[config.mk]
export PLATFORM = sky130hd
export DESIGN_NAME = mmio_uart
export DESIGN_NICKNAME = d
export VERILOG_FILES = /design/src/rtl/mmio_uart_pkg.sv /design/src/rtl/mmio_uart_tx.sv /design/src/rtl/mmio_uart_rx.sv /design/src/rtl/mmio_uart_regs.sv /design/src/rtl/mmio_uart.sv
export SDC_FILE = /design/constraint.sdc
export NUM_CORES = 1
export LEC_CHECK = 0
export BUFFER_PORTS_ARGS = -buffer_cell sky130_fd_sc_hd__buf_4
export CORE_MARGIN = 3
export CORE_UTILIZATION = 35
export CTS_BUF_LIST = sky130_fd_sc_hd__clkbuf_4 sky130_fd_sc_hd__clkbuf_8
export DETAILED_ROUTE_END_ITERATION = 8
export HOLD_SLACK_MARGIN = 0.02
export SYNTH_ARGS = -nofsm -noshare
export SYNTH_HDL_FRONTEND = slang
export SYNTH_SLANG_ARGS = --single-unit
[constraint.sdc]
create_clock -name clk -period 8.6 [get_ports clk]
set_input_delay 1.72 -clock clk [delete_from_list [all_inputs] [get_ports clk]]
set_output_delay 1.72 -clock clk [all_outputs]
set_load 0.02 [all_outputs]
[src/rtl/mmio_uart_pkg.sv]
`timescale 1ns/1ps
package mmio_uart_pkg;
  localparam int BUS_W  = 32;
  localparam int DIV_W  = 32;
  localparam int BYTE_W = 8;

  typedef logic [DIV_W-1:0] div_t;

  typedef enum logic [1:0] {
    RX_IDLE,
    RX_START,
    RX_DATA,
    RX_STOP
  } rx_state_e;

  typedef enum logic [1:0] {
    SEL_DIV,
    SEL_DATA,
    SEL_EN,
    SEL_NONE
  } reg_sel_e;

  // Clock cycles per serial bit; a zero divider behaves as one.
  function automatic div_t bit_cycles(input div_t div);
    return (div == '0) ? div_t'(1) : div;
  endfunction

  // Cycles from a detected falling edge to the start-bit check, at least one.
  function automatic div_t half_cycles(input div_t div);
    div_t h;
    h = bit_cycles(div) >> 1;
    return (h == '0) ? div_t'(1) : h;
  endfunction

  // Word returned by a data-register read.
  function automatic logic [BUS_W-1:0] rx_word(input logic held,
                                               input logic [BYTE_W-1:0] b);
    return held ? {{(BUS_W-BYTE_W){1'b0}}, b} : {BUS_W{1'b1}};
  endfunction
endpackage

[src/rtl/mmio_uart_tx.sv]
`timescale 1ns/1ps
module mmio_uart_tx
  import mmio_uart_pkg::*;
#(
  parameter int DATA_W = BYTE_W
) (
  input  logic              clk,
  input  logic              rst,
  input  logic              en,
  input  logic              start,
  input  logic [DATA_W-1:0] din,
  input  div_t              div,
  output logic              busy,
  output logic              line_tx
);
  localparam int FRAME_W = DATA_W + 2;
  localparam int LEFT_W  = $clog2(FRAME_W);

  logic [FRAME_W-1:0] shreg;
  div_t               cnt;
  div_t               per;
  logic [LEFT_W-1:0]  left;

  always_ff @(posedge clk) begin
    if (rst || !en) begin
      busy  <= 1'b0;
      shreg <= '1;
      cnt   <= '0;
      per   <= div_t'(1);
      left  <= '0;
    end else if (start) begin
      shreg <= {1'b1, din, 1'b0};
      per   <= bit_cycles(div);
      cnt   <= bit_cycles(div) - div_t'(1);
      left  <= LEFT_W'(FRAME_W - 1);
      busy  <= 1'b1;
    end else if (busy) begin
      if (cnt == '0) begin
        if (left == '0) begin
          busy  <= 1'b0;
          shreg <= '1;
        end else begin
          shreg <= {1'b1, shreg[FRAME_W-1:1]};
          left  <= left - LEFT_W'(1);
          cnt   <= per - div_t'(1);
        end
      end else begin
        cnt <= cnt - div_t'(1);
      end
    end
  end

  assign line_tx = (en && busy) ? shreg[0] : 1'b1;
endmodule

[src/rtl/mmio_uart_rx.sv]
`timescale 1ns/1ps
module mmio_uart_rx
  import mmio_uart_pkg::*;
#(
  parameter int DATA_W      = BYTE_W,
  parameter int SYNC_STAGES = 2
) (
  input  logic              clk,
  input  logic              rst,
  input  logic              en,
  input  logic              line_rx,
  input  div_t              div,
  output logic              done,
  output logic              frame_err,
  output logic              active,
  output logic [DATA_W-1:0] rx_byte
);
  localparam int IDX_W = $clog2(DATA_W);

  logic              rx_s;
  logic              rx_prev;
  rx_state_e         st;
  div_t              cnt;
  div_t              per;
  logic [IDX_W-1:0]  idx;
  logic [DATA_W-1:0] shreg;

  generate
    if (SYNC_STAGES > 1) begin : g_chain
      logic [SYNC_STAGES-1:0] sy;
      always_ff @(posedge clk) begin
        if (rst) sy <= '1;
        else     sy <= {sy[SYNC_STAGES-2:0], line_rx};
      end
      assign rx_s = sy[SYNC_STAGES-1];
    end else begin : g_single
      logic sy;
      always_ff @(posedge clk) begin
        if (rst) sy <= 1'b1;
        else     sy <= line_rx;
      end
      assign rx_s = sy;
    end
  endgenerate

  always_ff @(posedge clk) begin
    if (rst) rx_prev <= 1'b1;
    else     rx_prev <= rx_s;
  end

  wire bit_end = (cnt == '0);
  wire fall    = rx_prev && !rx_s;

  assign done      = (st == RX_STOP) && bit_end && rx_s;
  assign frame_err = (st == RX_STOP) && bit_end && !rx_s;
  assign active    = (st != RX_IDLE);
  assign rx_byte   = shreg;

  always_ff @(posedge clk) begin
    if (rst || !en) begin
      st    <= RX_IDLE;
      cnt   <= '0;
      per   <= div_t'(1);
      idx   <= '0;
      shreg <= '0;
    end else begin
      unique case (st)
        RX_IDLE: begin
          if (fall) begin
            st  <= RX_START;
            per <= bit_cycles(div);
            cnt <= half_cycles(div) - div_t'(1);
          end
        end
        RX_START: begin
          if (bit_end) begin
            if (!rx_s) begin
              st  <= RX_DATA;
              cnt <= per - div_t'(1);
              idx <= '0;
            end else begin
              st <= RX_IDLE;
            end
          end else begin
            cnt <= cnt - div_t'(1);
          end
        end
        RX_DATA: begin
          if (bit_end) begin
            shreg <= {rx_s, shreg[DATA_W-1:1]};
            cnt   <= per - div_t'(1);
            if (idx == IDX_W'(DATA_W - 1)) st <= RX_STOP;
            else                           idx <= idx + IDX_W'(1);
          end else begin
            cnt <= cnt - div_t'(1);
          end
        end
        RX_STOP: begin
          if (bit_end) st <= RX_IDLE;
          else         cnt <= cnt - div_t'(1);
        end
        default: st <= RX_IDLE;
      endcase
    end
  end
endmodule

[src/rtl/mmio_uart_regs.sv]
`timescale 1ns/1ps
module mmio_uart_regs
  import mmio_uart_pkg::*;
#(
  parameter int ADDR_W = 8,
  parameter int DATA_W = BYTE_W
) (
  input  logic              clk,
  input  logic              rst,
  input  logic              bus_valid,
  input  logic              bus_we,
  input  logic [ADDR_W-1:0] bus_addr,
  input  logic [BUS_W-1:0]  bus_wdata,
  output logic [BUS_W-1:0]  bus_rdata,
  output logic              bus_ready,
  input  logic              tx_busy,
  input  logic              rx_done,
  input  logic [DATA_W-1:0] rx_byte,
  output logic              uart_en,
  output div_t              divider,
  output logic              tx_start,
  output logic [DATA_W-1:0] tx_data,
  output logic              hold_valid,
  output logic              rd_consume
);
  localparam int WIDX_W = ADDR_W - 2;

  reg_sel_e          sel;
  logic [7:0]        en_q;
  logic [DATA_W-1:0] hold_q;
  logic              stall;
  logic              fire;

  wire [WIDX_W-1:0] widx = bus_addr[ADDR_W-1:2];

  always_comb begin
    sel = SEL_NONE;
    if (bus_addr[1:0] == 2'b00) begin
      if      (widx == WIDX_W'(0)) sel = SEL_DIV;
      else if (widx == WIDX_W'(1)) sel = SEL_DATA;
      else if (widx == WIDX_W'(2)) sel = SEL_EN;
    end
  end

  assign uart_en    = |en_q;
  assign stall      = bus_valid && bus_we && (sel == SEL_DATA) && uart_en && tx_busy;
  assign bus_ready  = bus_valid && !stall;
  assign fire       = bus_valid && bus_ready;
  assign tx_start   = fire && bus_we && (sel == SEL_DATA) && uart_en;
  assign tx_data    = bus_wdata[DATA_W-1:0];
  assign rd_consume = fire && !bus_we && (sel == SEL_DATA);

  always_comb begin
    unique case (sel)
      SEL_DIV:  bus_rdata = divider;
      SEL_DATA: bus_rdata = rx_word(hold_valid, hold_q);
      SEL_EN:   bus_rdata = {{(BUS_W-8){1'b0}}, en_q};
      default:  bus_rdata = '0;
    endcase
  end

  always_ff @(posedge clk) begin
    if (rst) begin
      divider <= div_t'(1);
      en_q    <= '0;
    end else if (fire && bus_we) begin
      if (sel == SEL_DIV) divider <= bus_wdata;
      if (sel == SEL_EN)  en_q    <= bus_wdata[7:0];
    end
  end

  always_ff @(posedge clk) begin
    if (rst) begin
      hold_valid <= 1'b0;
      hold_q     <= '0;
    end else if (rx_done) begin
      hold_valid <= 1'b1;
      hold_q     <= rx_byte;
    end else if (rd_consume) begin
      hold_valid <= 1'b0;
    end
  end
endmodule

[src/rtl/mmio_uart.sv]
`timescale 1ns/1ps
module mmio_uart
  import mmio_uart_pkg::*;
#(
  parameter int ADDR_W      = 8,
  parameter int SYNC_STAGES = 2
) (
  input  logic              clk,
  input  logic              rst,
  input  logic              bus_valid,
  input  logic              bus_we,
  input  logic [ADDR_W-1:0] bus_addr,
  input  logic [BUS_W-1:0]  bus_wdata,
  output logic [BUS_W-1:0]  bus_rdata,
  output logic              bus_ready,
  output logic              line_tx,
  input  logic              line_rx
);
  // Internal events, named for the bound checker.
  logic              uart_en;
  div_t              divider;
  logic              tx_start;
  logic [BYTE_W-1:0] tx_data;
  logic              tx_busy;
  logic              rx_done;
  logic              rx_frame_err;
  logic              rx_active;
  logic [BYTE_W-1:0] rx_byte;
  logic              hold_valid;
  logic              rd_consume;

  mmio_uart_regs #(.ADDR_W(ADDR_W), .DATA_W(BYTE_W)) u_regs (
    .clk        (clk),
    .rst        (rst),
    .bus_valid  (bus_valid),
    .bus_we     (bus_we),
    .bus_addr   (bus_addr),
    .bus_wdata  (bus_wdata),
    .bus_rdata  (bus_rdata),
    .bus_ready  (bus_ready),
    .tx_busy    (tx_busy),
    .rx_done    (rx_done),
    .rx_byte    (rx_byte),
    .uart_en    (uart_en),
    .divider    (divider),
    .tx_start   (tx_start),
    .tx_data    (tx_data),
    .hold_valid (hold_valid),
    .rd_consume (rd_consume)
  );

  mmio_uart_tx #(.DATA_W(BYTE_W)) u_tx (
    .clk     (clk),
    .rst     (rst),
    .en      (uart_en),
    .start   (tx_start),
    .din     (tx_data),
    .div     (divider),
    .busy    (tx_busy),
    .line_tx (line_tx)
  );

  mmio_uart_rx #(.DATA_W(BYTE_W), .SYNC_STAGES(SYNC_STAGES)) u_rx (
    .clk       (clk),
    .rst       (rst),
    .en        (uart_en),
    .line_rx   (line_rx),
    .div       (divider),
    .done      (rx_done),
    .frame_err (rx_frame_err),
    .active    (rx_active),
    .rx_byte   (rx_byte)
  );
endmodule

==> results of run 1 <==
## stage by stage
| step | utilization | cells |
|---|---|---|
| floorplan | - | 1514 |
| global placement | 0.387 | 1934 |
| detailed placement | 0.387 | 1934 |
| CTS | 0.410 | 1996 |
| global route | 0.410 | 1996 |
| finish | 0.410 | 1996 |
## worst register-to-register path, delay by kind of cell (launching register included)
kind	cells	cell delay [ps]
xor+xnor	1	150
flops	1	340
compound gates	3	940
simple gates	8	2680
fa+ha+maj	1	200
buf+inv	1	240
## Yosys cell counts, drive strengths merged, types with 4 or more instances
| master | n |
|---|---|
| inv | 14 |
| a31oi | 7 |
| nand3b | 7 |
| buf | 8 |
| a22o | 11 |
| dfxtp | 207 |
| a21o | 32 |
| xor2 | 45 |
| o211ai | 24 |
| nor2 | 126 |
| or2 | 12 |
| o221ai | 10 |
| nor3b | 6 |
| a221oi | 12 |
| o21ai | 57 |
| nand4b | 4 |
| nor2b | 9 |
| nor4 | 31 |
| a21oi | 162 |
| mux2i | 24 |
| a211o | 8 |
| o22a | 8 |
| nand3 | 32 |
| xnor2 | 51 |
| o31ai | 6 |
| or3 | 19 |
| nor3 | 51 |
| clkbuf | 107 |
| ha | 12 |
| nand2 | 295 |
| nand2b | 7 |
| nand4 | 8 |
| a211oi | 19 |
| or4 | 17 |
| and3 | 7 |
## worst min-delay path by stage
stage	end	slack (ps)	cells past startpoint
after global placement	u_rx.g_chain.sy[1]	420	1
after floorplan	u_rx.g_chain.sy[1]	390	1
after global routing	u_rx.g_chain.sy[1]	440	1
final	u_rx.g_chain.sy[1]	420	1
after CTS	u_rx.g_chain.sy[1]	430	1
after detailed placement	u_rx.g_chain.sy[1]	420	1
## registers in the layout (all words and copies together) (netlist names), 2 cells and up, named ones only
register         count
u_tx.left            4
u_rx.per            32
u_rx.idx             3
u_regs.hold_q        8
u_regs.en_q          8
u_rx.rx_byte         8
u_tx.cnt            32
u_tx.shreg           9
u_regs.divider      32
u_rx.cnt            32
u_tx.per            32
u_rx.g_chain.sy      2
## power breakdown
part	switching, mW	internal, mW	total, mW
sequential	0.000871	0.960	0.961
combinational	0.0281	0.0219	0.0500
clock	0.404	0.531	0.935
## cell families (layout without fill, tap and decap cells)
family	after synthesis	in the layout	synth area share
AO/OA/AOI/OAI	396	396	0.221
multiplexers	24	24	0.0210
adder cells (fa/ha/maj)	12	12	0.0131
flip-flops	207	207	0.362
buffers and inverters	129	176	0.0431
XOR/XNOR	96	96	0.0735
AND/OR/NAND/NOR	650	650	0.266
## cell type report
cell class	count	area, sq um	share of cell area
Multi-Input combinational cell	1178	6850	0.523
Inverter	14	52.6	0.00402
Timing Repair Buffer	100	751	0.0574
Tap cell	435	544	0.0416
Clock buffer	55	676	0.0516
Clock inverter	7	67.6	0.00516
Sequential cell	207	4140	0.317
## layer usage
| layer | wire, um | vias up | part of all wire |
|---|---|---|---|
| met3 | 1880 | 69 | 0.053 |
| met5 | 0 | - | 0 |
| li1 | - | 5429 | - |
| met4 | 970 | 0 | 0.027 |
| met2 | 16800 | 317 | 0.47 |
| met1 | 15800 | 5227 | 0.45 |
## cell usage in the layout (no fill, tap or decap), drive strengths merged, types with 10 or more instances in the layout
master and count:
nand3 32, xor2 45, or3 19, ha 12, a21oi 162, o211ai 24
nor3 51, o21ai 57, clkbuf 55, nor2 126, nor4 31, mux2i 24
a21o 32, a221oi 12, nand2 295, inv 14, xnor2 51, dfxtp 207
buf 100, or2 12, a211oi 19, or4 17, o221ai 10, a22o 11
==> reports/summary.log, run 1 <==
qor: critical_path.reg2reg_to u_tx.cnt[24]
qor: cts.clk_transition_reported_paths 60 ps
qor: yosys.synthArstFlopShare 0
qor: yosys.synth_enable_flop_cells 0
qor: cts.cts_made_buffers 37
qor: place.hpwl 24,200 um
qor: final_layout.layout.nets 1,595
qor: global_routing.grt_antenna_before_repair 0
qor: sta.setup_ws 2820 ps
qor: final_layout.drive_gt1_frac 0.123
qor: cts.clock_tree_from_tritoncts built
qor: global_routing.grt_util_met2 0.333
qor: yosys.yosysTopAreaCellShare 0.362
qor: place.place_area 12,300 sq um
qor: drt.routed-via-count 11.0k
qor: drt.routed_via_density 5.53
qor: place.globalplace.congestion 0.882
qor: critical_path.timing.rr.start u_regs.en_q[0]
qor: critical_path.rr_worst_depth 14
qor: power_and_ir_drop.fin_total_pwr 1.95 mW
qor: critical_path.cp-endpoint u_tx.cnt[24]
qor: final_layout.layout.cell_area.non_filler 13,100 sq um
qor: global_routing.grt_max_degree 71
qor: yosys.syn_inst 1,514
qor: yosys.synth_ff_type sky130_fd_sc_hd__dfxtp_1
qor: critical_path.critPathLaunchType primary input
qor: floorplan.core-area 31,900 sq um
qor: yosys.yosys_register_bits 207
qor: sta.maxSlewHeadroom 0.210
qor: sta.whs 422 ps
qor: floorplan.count_of_pins_on_the_block_boundary 79
qor: critical_path.critical_path_peak_fanout 23
qor: power_and_ir_drop.ir_worst_vdd 0.0738 mV
qor: cts.clock_latency 540 ps
qor: global_routing.grtUsageTotal 0.197
qor: drt.ant_nets 0
qor: global_routing.globalRouteMet3Util 0.0282
qor: critical_path.path_cells buf_4 -> or4_4 -> or3_4 -> or4_1 -> buf_4 -> o21ai_0 -> ha_1 -> nand2_1 -> o31ai_1 -> nand4_1 -> nor4_2 -> or3b_1 -> xor2_1 -> a21oi_1
qor: cts.cts_hold_buf 0
qor: floorplan.die_width 187 um
qor: sta.grt_setup_unrepaired no
qor: global_routing.grt.overflow.total 0
qor: cts.cts.root.buffer_cell sky130_fd_sc_hd__clkbuf_8
qor: cts.cts.htree.levels 2
qor: floorplan.chipHeight 187 um
qor: run.drv.max_cap_violation_count 0
qor: critical_path.critical_path.startpoint bus_addr[1]
qor: yosys.synth_warnings 0
qor: global_routing.first_pass_grt_wire_length 57,800 um
qor: power_and_ir_drop.power.leakage 5.01 nW
qor: final_layout.num_antenna_cells 0
qor: critical_path.critPathMaxStageDelay 720 ps
qor: yosys.synth_area 11,400 sq um
qor: drt.drt_first_pass_iters 5
qor: yosys.synth.avg_cell_area 7.56 sq um
qor: sta.fin_crit 5780 ps
qor: yosys.largest_area_contributor_in_the_netlist sky130_fd_sc_hd__dfxtp_1
qor: cts.cts_buffer_depth 3
qor: sta.finalMaxSlewViolations 0
qor: yosys.synth_cell_types 75
qor: critical_path.timing.critical_path.slowest_stage_cell sky130_fd_sc_hd__nor4_2
qor: min_path.holdCritStartpoint u_rx.g_chain.sy[0]
qor: floorplan.initial_core_utilization 0.359
qor: drt.drc_viols 0
qor: sta.fin_crit_sh 0.673
qor: drt.detail_route.iter0.violations 897
qor: sta.hold_violations 0
qor: critical_path.cp.depth 14
qor: sta.max_clock_freq 173 MHz
qor: global_routing.grt-busiest-layer met2
qor: cts.post-cts-setup-buffer-count 0
qor: global_routing.grt_pass1_vias 10.7k
qor: cts.post_cts_sizing 0
qor: floorplan.placementRows 65
qor: global_routing.grtUsageMet1 0.259
qor: sta.finalSetupViolations 0
qor: cts.cts.sink_count 207
qor: sta.fin_skew 30.1 ps
qor: place.numPortBuffers 78
qor: yosys.synth_sequential_area_ratio 0.362
qor: critical_path.worstPathBufferInverterCount 2
qor: final_layout.area_growth_syn_to_layout 14.3%
qor: yosys.post_syn_nets 1,571
qor: drt.routed_wl 35,400 um
qor: outcome.status finished clean
qor: critical_path.cpMostUsedCell sky130_fd_sc_hd__buf_4
qor: critical_path.rrSetupSlack 4010 ps
qor: power_and_ir_drop.p_per_area 149 nW/um^2
qor: critical_path.cp_delay_by_family_top simple AND/OR/NAND/NOR gates
qor: place.pre_cts_slack 2330 ps
qor: sta.finalSetupTns 0 ps
qor: critical_path.required_time_of_the_critical_path 9070 ps
qor: drt.routed_wire_length_per_instance 17.8 um
qor: critical_path.end_kind flip-flop
qor: floorplan.dieArea 34,900 sq um
qor: yosys.synth.area.top_cells sky130_fd_sc_hd__dfxtp_1 (36%), sky130_fd_sc_hd__nand2_1 (9.7%), sky130_fd_sc_hd__a21oi_1 (7.1%), sky130_fd_sc_hd__nor2_1 (4.1%), sky130_fd_sc_hd__xnor2_1 (3.9%)
qor: critical_path.crit_type in2reg
qor: final_layout.fill_cells 3,343
qor: critical_path.worst_ep_arrival_time 6250 ps
qor: sta.tightestPinTransition 1180 ps
qor: min_path.min-delay-path-class reg2reg
Note: power is estimated with default switching activity, not from simulation.
==> run 2: changes to the inputs <==
Clock period 8.6 ns to 5.9 ns, I/O delays scaled along.
==> run 2 against run 1 <==
Net effect: critical path type unchanged; sequential power is 46% higher; via count about the same; clock power rose by 59%; clock skew decreased by 12 ps; sequential cell count did not move; first-iteration DRC count decreased by 6.2%; largest power group is now clock; non-clock buffer count increased by 9; worst setup slack lost 1800 ps; total power grew 52%; final cell count is 0.75% higher; highest routed layer unchanged; count of clock-buffer cells in the layout up 7; core utilization rose by 0.47 points.
==> reports/summary.log, run 2 (synthesized netlist as in run 1, its figures left out) <==
qor: sta.whs 439 ps [was 422 ps]
qor: power_and_ir_drop.ir_worst_vdd 0.140 mV [was 0.0738 mV]
qor: min_path.min-delay-path-class reg2reg [unchanged]
qor: floorplan.dieArea 34,900 sq um [unchanged]
qor: sta.finalMaxSlewViolations 0 [unchanged]
qor: critical_path.worstPathBufferInverterCount 2 [unchanged]
qor: cts.cts.htree.levels 2 [unchanged]
qor: critical_path.end_kind flip-flop [unchanged]
qor: final_layout.num_antenna_cells 0 [unchanged]
qor: global_routing.grt_antenna_before_repair 0 [unchanged]
qor: cts.post_cts_sizing 0 [unchanged]
qor: drt.routed_wl 35,500 um [was 35,400 um]
qor: floorplan.chipHeight 187 um [unchanged]
qor: drt.routed_wire_length_per_instance 17.6 um [was 17.8 um]
qor: cts.clock_tree_from_tritoncts built [unchanged]
qor: drt.routed-via-count 11.0k [about the same]
qor: power_and_ir_drop.power.leakage 5.11 nW [was 5.01 nW]
qor: cts.post-cts-setup-buffer-count 0 [unchanged]
qor: drt.drt_first_pass_iters 5 [unchanged]
qor: cts.clk_transition_reported_paths 60 ps [about the same]
qor: critical_path.required_time_of_the_critical_path 6370 ps [was 9070 ps]
qor: sta.fin_crit_sh 0.822
qor: place.numPortBuffers 78 [unchanged]
qor: floorplan.count_of_pins_on_the_block_boundary 79 [unchanged]
qor: drt.drc_viols 0 [unchanged]
qor: run.drv.max_cap_violation_count 0 [unchanged]
qor: floorplan.placementRows 65 [unchanged]
qor: floorplan.initial_core_utilization 0.359 [unchanged]
qor: outcome.status finished clean [unchanged]
qor: critical_path.timing.critical_path.slowest_stage_cell sky130_fd_sc_hd__or4_4 [was sky130_fd_sc_hd__nor4_2]
qor: sta.hold_violations 0 [unchanged]
qor: power_and_ir_drop.p_per_area 224 nW/um^2 [was 149 nW/um^2]
qor: place.dp.cells 1,943 [was 1,934]
qor: critical_path.worst_ep_arrival_time 5320 ps [was 6250 ps]
qor: cts.cts_buffer_depth 3 [unchanged]
qor: place.hpwl 24,300 um [was 24,200 um]
qor: final_layout.mostFrequentLayoutCell sky130_fd_sc_hd__nand2_1 [unchanged]
qor: final_layout.area_growth_syn_to_layout 15.7% [was 14.3%]
qor: floorplan.die_width 187 um [unchanged]
qor: global_routing.grtUsageTotal 0.195 [was 0.197]
qor: global_routing.grt.overflow.total 0 [unchanged]
qor: sta.finalSetupViolations 0 [unchanged]
qor: final_layout.final_cell_mix sky130_fd_sc_hd__nand2_1 (295), sky130_fd_sc_hd__dfxtp_1 (207), sky130_fd_sc_hd__a21oi_1 (162) [unchanged]
qor: drt.ant_nets 0 [unchanged]
qor: final_layout.drive_gt1_frac 0.131 [was 0.123]
qor: sta.max_clock_freq 206 MHz
qor: place.globalplace.congestion 0.868 [was 0.882]
qor: sta.maxSlewHeadroom 0.203 [was 0.210]
qor: floorplan.core-area 31,900 sq um [unchanged]
qor: critical_path.path_cells buf_4 -> or4_4 -> or3_4 -> or4_1 -> o21ai_0 -> ha_1 -> nand2_1 -> o31ai_1 -> nand4_1 -> nor4_2 -> buf_4 -> or3b_1 -> xor2_1 -> a21oi_1 [was buf_4 -> or4_4 -> or3_4 -> or4_1 -> buf_4 -> o21ai_0 -> ha_1 -> nand2_1 -> o31ai_1 -> nand4_1 -> nor4_2 -> or3b_1 -> xor2_1 -> a21oi_1]
qor: global_routing.grt_pass1_vias 10.5k [was 10.7k]
qor: sta.grt_setup_unrepaired no [unchanged]
qor: drt.routed_via_density 5.49 [was 5.53]
qor: sta.fin_crit 4850 ps
qor: sta.finalSetupTns 0 ps [unchanged]
qor: cts.clock_latency 540 ps [about the same]
qor: critical_path.critical_path_peak_fanout 13 [was 23]
qor: sta.tightestPinTransition 1200 ps [was 1180 ps]
qor: critical_path.critPathMaxStageDelay 560 ps [was 720 ps]
qor: final_layout.layout.nets 1,606 [was 1,595]
qor: drt.detail_route.iter0.violations 841 [was 897]
qor: final_layout.layout.cells.non_filler 2,011 [was 1,996]
qor: critical_path.cpMostUsedCell sky130_fd_sc_hd__buf_4 [unchanged]
qor: global_routing.grt_max_degree 64 [was 71]
qor: cts.cts_hold_buf 0 [unchanged]
qor: critical_path.rrSetupSlack 1560 ps [was 4010 ps]
qor: critical_path.crit_type in2reg [unchanged]
qor: sta.fin_skew 17.7 ps [was 30.1 ps]
qor: cts.cts.sink_count 207 [unchanged]
qor: cts.cts.root.buffer_cell sky130_fd_sc_hd__clkbuf_8 [unchanged]
qor: global_routing.first_pass_grt_wire_length 56,900 um [was 57,800 um]
qor: critical_path.cp_delay_by_family_top simple AND/OR/NAND/NOR gates [unchanged]
qor: cts.cts_made_buffers 39 [was 37]
qor: critical_path.critPathLaunchType primary input [unchanged]
-- run 2: changes by cell type in the layout (fill, tap and decap cells not counted), sizes merged --
cell | before | now
clkbuf | 55 | 62
buf | 100 | 109
clkinv | 3 | 5
clkinvlp | 3 | 0
-- run 2: through the flow --
stage	worst slack [ps]	util	instance area [sq um]	power, mW
3_5_place_dp	565	0.389	12400	1.50
6_report	1050	0.415	13200	2.96
5_1_grt	830	0.415	13200	3.07
2_1_floorplan	579	-	11400	1.46
3_3_place_gp	576	0.389	12400	1.50
4_1_cts	1110	0.415	13200	3.00
-- run 2: layer usage --
layer / vias up / GRT usage / share of wire
met5: - / 0 / 0
met4: 0 / 0.0570 / 0.024
met3: 61 / 0.0302 / 0.046
met2: 293 / 0.329 / 0.48
met1: 5230 / 0.258 / 0.45
li1: 5447 / - / -
-- run 2: report_power, final --
group | internal (mW) | total, mW | switching (mW)
clock | 0.870 | 1.49 | 0.622
sequential | 1.40 | 1.40 | 0.00129
combinational | 0.0319 | 0.0726 | 0.0407
-- run 2: path summary, 6_finish.rpt --
path                      start                 end  cells after the start
max                 bus_addr[1]        u_tx.cnt[24]                     14
min          u_rx.g_chain.sy[0]  u_rx.g_chain.sy[1]                      1
max reg2reg      u_regs.en_q[0]        u_tx.cnt[24]                     15
min reg2reg  u_rx.g_chain.sy[0]  u_rx.g_chain.sy[1]                      1
-- run 2: area by class of cell --
class	count	area, sq um
Timing Repair Buffer	109	818
Fill cell	3321	18600
Sequential cell	207	4140
Inverter	14	52.6
Multi-Input combinational cell	1178	6850
Tap cell	435	544
Clock buffer	62	772
Clock inverter	6	55.1
-- run 2: worst reg2reg max path, stage by stage, from the launching register on --
cell,delay [ps]
sky130_fd_sc_hd__dfxtp_1,330
sky130_fd_sc_hd__nor4_1,590
sky130_fd_sc_hd__and2_1,320
sky130_fd_sc_hd__nor4_2,90
sky130_fd_sc_hd__buf_4,250
sky130_fd_sc_hd__a211o_1,290
sky130_fd_sc_hd__o21ai_0,80
sky130_fd_sc_hd__ha_1,230
sky130_fd_sc_hd__nand2_1,70
sky130_fd_sc_hd__o31ai_1,470
sky130_fd_sc_hd__nand4_1,380
sky130_fd_sc_hd__nor4_2,330
sky130_fd_sc_hd__buf_4,200
sky130_fd_sc_hd__or3b_1,360
sky130_fd_sc_hd__xor2_1,150
sky130_fd_sc_hd__a21oi_1,150
==> run 3: changes to the inputs <==
Clock period 5.9 ns to 4.6 ns, I/O delays scaled along.
==> run 3 against run 2 <==
Net effect: register-to-register slack got worse by 730 ps; worst setup slack got worse by 560 ps; non-clock buffer count grew 37; critical path depth grew 1; via count increased by 1.1%; worst hold slack got worse by 13 ps; total power rose by 24%; final cell count rose by 1.6%; cell area rose by 2.0%.
==> reports/summary.log, run 3 (synthesized netlist as in run 1, its figures left out) <==
qor: sta.fin_crit 4110 ps
qor: final_layout.finish.utilization 0.423 [was 0.415]
qor: cts.clk_transition_reported_paths 60 ps [about the same]
qor: sta.grt_setup_unrepaired no [unchanged]
qor: drt.ant_nets 0 [unchanged]
qor: cts.post_cts_sizing 0 [unchanged]
qor: final_layout.num_antenna_cells 0 [unchanged]
qor: critical_path.reg2reg_to u_tx.cnt[30] [was u_tx.cnt[24]]
qor: drt.routed_wire_length_per_instance 17.7 um [was 17.6 um]
qor: global_routing.grt_antenna_before_repair 0 [unchanged]
qor: min_path.min-delay-path-class reg2reg [unchanged]
qor: power_and_ir_drop.power.leakage 5.28 nW [was 5.11 nW]
qor: global_routing.grtUsageTotal 0.201 [was 0.195]
qor: drt.drt_first_pass_iters 5 [unchanged]
qor: place.numPortBuffers 78 [unchanged]
qor: sta.max_clock_freq 243 MHz
qor: cts.cts_made_buffers 37 [was 39]
qor: floorplan.chipHeight 187 um [unchanged]
qor: final_layout.layout.cell_area.non_filler 13,500 sq um [was 13,200 sq um]
qor: sta.tightestPinTransition 1180 ps [was 1200 ps]
qor: cts.cts.root.buffer_cell sky130_fd_sc_hd__clkbuf_8 [unchanged]
qor: critical_path.timing.rr.start u_regs.en_q[7] [was u_regs.en_q[0]]
qor: final_layout.drive_gt1_frac 0.151 [was 0.131]
qor: final_layout.combined_flip_flop_and_latch_cell_area 4140 sq um [unchanged]
qor: critical_path.end_kind flip-flop [unchanged]
qor: drt.routed_via_density 5.46 [was 5.49]
qor: final_layout.mostFrequentLayoutCell sky130_fd_sc_hd__nand2_1 [unchanged]
qor: place.globalplace.congestion 0.920 [was 0.868]
qor: outcome.status finished clean [unchanged]
qor: critical_path.critical_path.startpoint bus_addr[1] [unchanged]
qor: critical_path.critPathLaunchType primary input [unchanged]
qor: floorplan.initial_core_utilization 0.359 [unchanged]
qor: cts.post-cts-setup-buffer-count 0 [unchanged]
qor: floorplan.count_of_pins_on_the_block_boundary 79 [unchanged]
qor: critical_path.cp-endpoint u_tx.cnt[30] [was u_tx.cnt[24]]
qor: sta.fin_skew 23.3 ps [was 17.7 ps]
qor: drt.drc_viols 0 [unchanged]
qor: final_layout.layout.nets 1,641 [was 1,606]
qor: critical_path.rrSetupSlack 830 ps [was 1560 ps]
qor: global_routing.first_pass_grt_wire_length 58,400 um [was 56,900 um]
qor: sta.hold_violations 0 [unchanged]
qor: drt.routed-via-count 11.2k [was 11.0k]
qor: critical_path.rr_worst_depth 15 [unchanged]
qor: global_routing.grt_max_degree 55 [was 64]
qor: critical_path.required_time_of_the_critical_path 5020 ps [was 6370 ps]
qor: critical_path.crit_type in2reg [unchanged]
qor: final_layout.multi_input_comb_area 6890 sq um [was 6850 sq um]
qor: cts.cts_buffer_depth 3 [unchanged]
qor: min_path.min_delay_path_depth 1 [unchanged]
qor: floorplan.dieArea 34,900 sq um [unchanged]
qor: drt.routed_wl 36,100 um [was 35,500 um]
qor: cts.clock_tree_from_tritoncts built [unchanged]
qor: place.hpwl 25,100 um [was 24,300 um]
qor: final_layout.final_cell_mix sky130_fd_sc_hd__nand2_1 (294), sky130_fd_sc_hd__dfxtp_1 (207), sky130_fd_sc_hd__a21oi_1 (162) [was sky130_fd_sc_hd__nand2_1 (295), sky130_fd_sc_hd__dfxtp_1 (207), sky130_fd_sc_hd__a21oi_1 (162)]
qor: place.place_area 12,700 sq um [was 12,400 sq um]
qor: power_and_ir_drop.ir_worst_vdd 0.133 mV [was 0.140 mV]
qor: run.drv.max_cap_violation_count 0 [unchanged]
qor: final_layout.area_growth_syn_to_layout 18.0% [was 15.7%]
qor: global_routing.grt_pass1_vias 10.7k [was 10.5k]
qor: sta.finalSetupViolations 0 [unchanged]
qor: sta.fin_crit_sh 0.894
qor: critical_path.worst_ep_arrival_time 4530 ps [was 5320 ps]
qor: critical_path.critical_path_peak_fanout 22 [was 13]
qor: drt.detail_route.iter0.violations 962 [was 841]
qor: sta.maxSlewHeadroom 0.212 [was 0.203]
qor: sta.finalMaxSlewViolations 0 [unchanged]
qor: cts.cts.htree.levels 2 [unchanged]
qor: place.pre_cts_slack -9.50 ps [was 565 ps]
qor: cts.cts_hold_buf 0 [unchanged]
qor: cts.clock_latency 540 ps [about the same]
qor: cts.cts.sink_count 207 [unchanged]
qor: global_routing.grt.overflow.total 0 [unchanged]
qor: sta.whs 426 ps [was 439 ps]
qor: floorplan.core-area 31,900 sq um [unchanged]
qor: final_layout.fill_cells 3,332 [was 3,321]
qor: power_and_ir_drop.p_per_area 273 nW/um^2 [was 224 nW/um^2]
qor: floorplan.die_width 187 um [unchanged]
qor: floorplan.placementRows 65 [unchanged]
qor: sta.setup_ws 489 ps [was 1050 ps]
==> run 3: cell type report <==
type | instances | area share
multi-input combinational | 1178 | 0.510
tap | 435 | 0.0403
clock buffer | 61 | 0.0553
inverter | 14 | 0.00389
timing repair buffer | 146 | 0.0821
sequential | 207 | 0.307
clock inverter | 2 | 0.000927
==> run 3: worst min-delay path by stage <==
stage	start	to
2_1_floorplan	u_rx.g_chain.sy[0]	u_rx.g_chain.sy[1]
3_3_place_gp	u_rx.g_chain.sy[0]	u_rx.g_chain.sy[1]
3_5_place_dp	u_rx.g_chain.sy[0]	u_rx.g_chain.sy[1]
4_1_cts	u_rx.g_chain.sy[0]	u_rx.g_chain.sy[1]
5_1_grt	u_rx.g_chain.sy[0]	u_rx.g_chain.sy[1]
6_report	u_rx.g_chain.sy[0]	u_rx.g_chain.sy[1]
==> run 3: where the power goes <==
| group | total [mW] | internal, mW | switching, mW |
|---|---|---|---|
| Sequential | 1.80 | 1.79 | 0.00139 |
| Combinational | 0.0977 | 0.0432 | 0.0545 |
| Clock | 1.79 | 1.02 | 0.772 |
==> run 3: through the flow <==
stage               power [mW]  TNS, ps  cells
floorplan                 1.88    -28.2   1514
global placement          1.93        0   1980
detailed placement        1.93    -9.50   1980
CTS                       3.72        0   2043
global route              3.81        0   2043
finish                    3.68        0   2043
==> run 3: worst max-delay path: stages <==
cell                      delay (ps)
sky130_fd_sc_hd__buf_4           110
sky130_fd_sc_hd__or4_4           520
sky130_fd_sc_hd__or3_4           390
sky130_fd_sc_hd__or4_1           460
sky130_fd_sc_hd__buf_4           260
sky130_fd_sc_hd__o21ai_2         140
sky130_fd_sc_hd__ha_2            230
sky130_fd_sc_hd__nand2_2          70
sky130_fd_sc_hd__o31ai_4         190
sky130_fd_sc_hd__nand4_1         210
sky130_fd_sc_hd__nor4_4          370
sky130_fd_sc_hd__buf_4           180
sky130_fd_sc_hd__nand4_1         110
sky130_fd_sc_hd__xor2_1          170
sky130_fd_sc_hd__a22o_1          200
==> run 3: per-layer routing <==
metal,GRT usage,share of wire,vias to the layer above
li1,-,-,5516
met1,0.273,0.46,5256
met2,0.330,0.46,314
met3,0.0297,0.051,66
met4,0.0625,0.025,0
met5,0,0,-
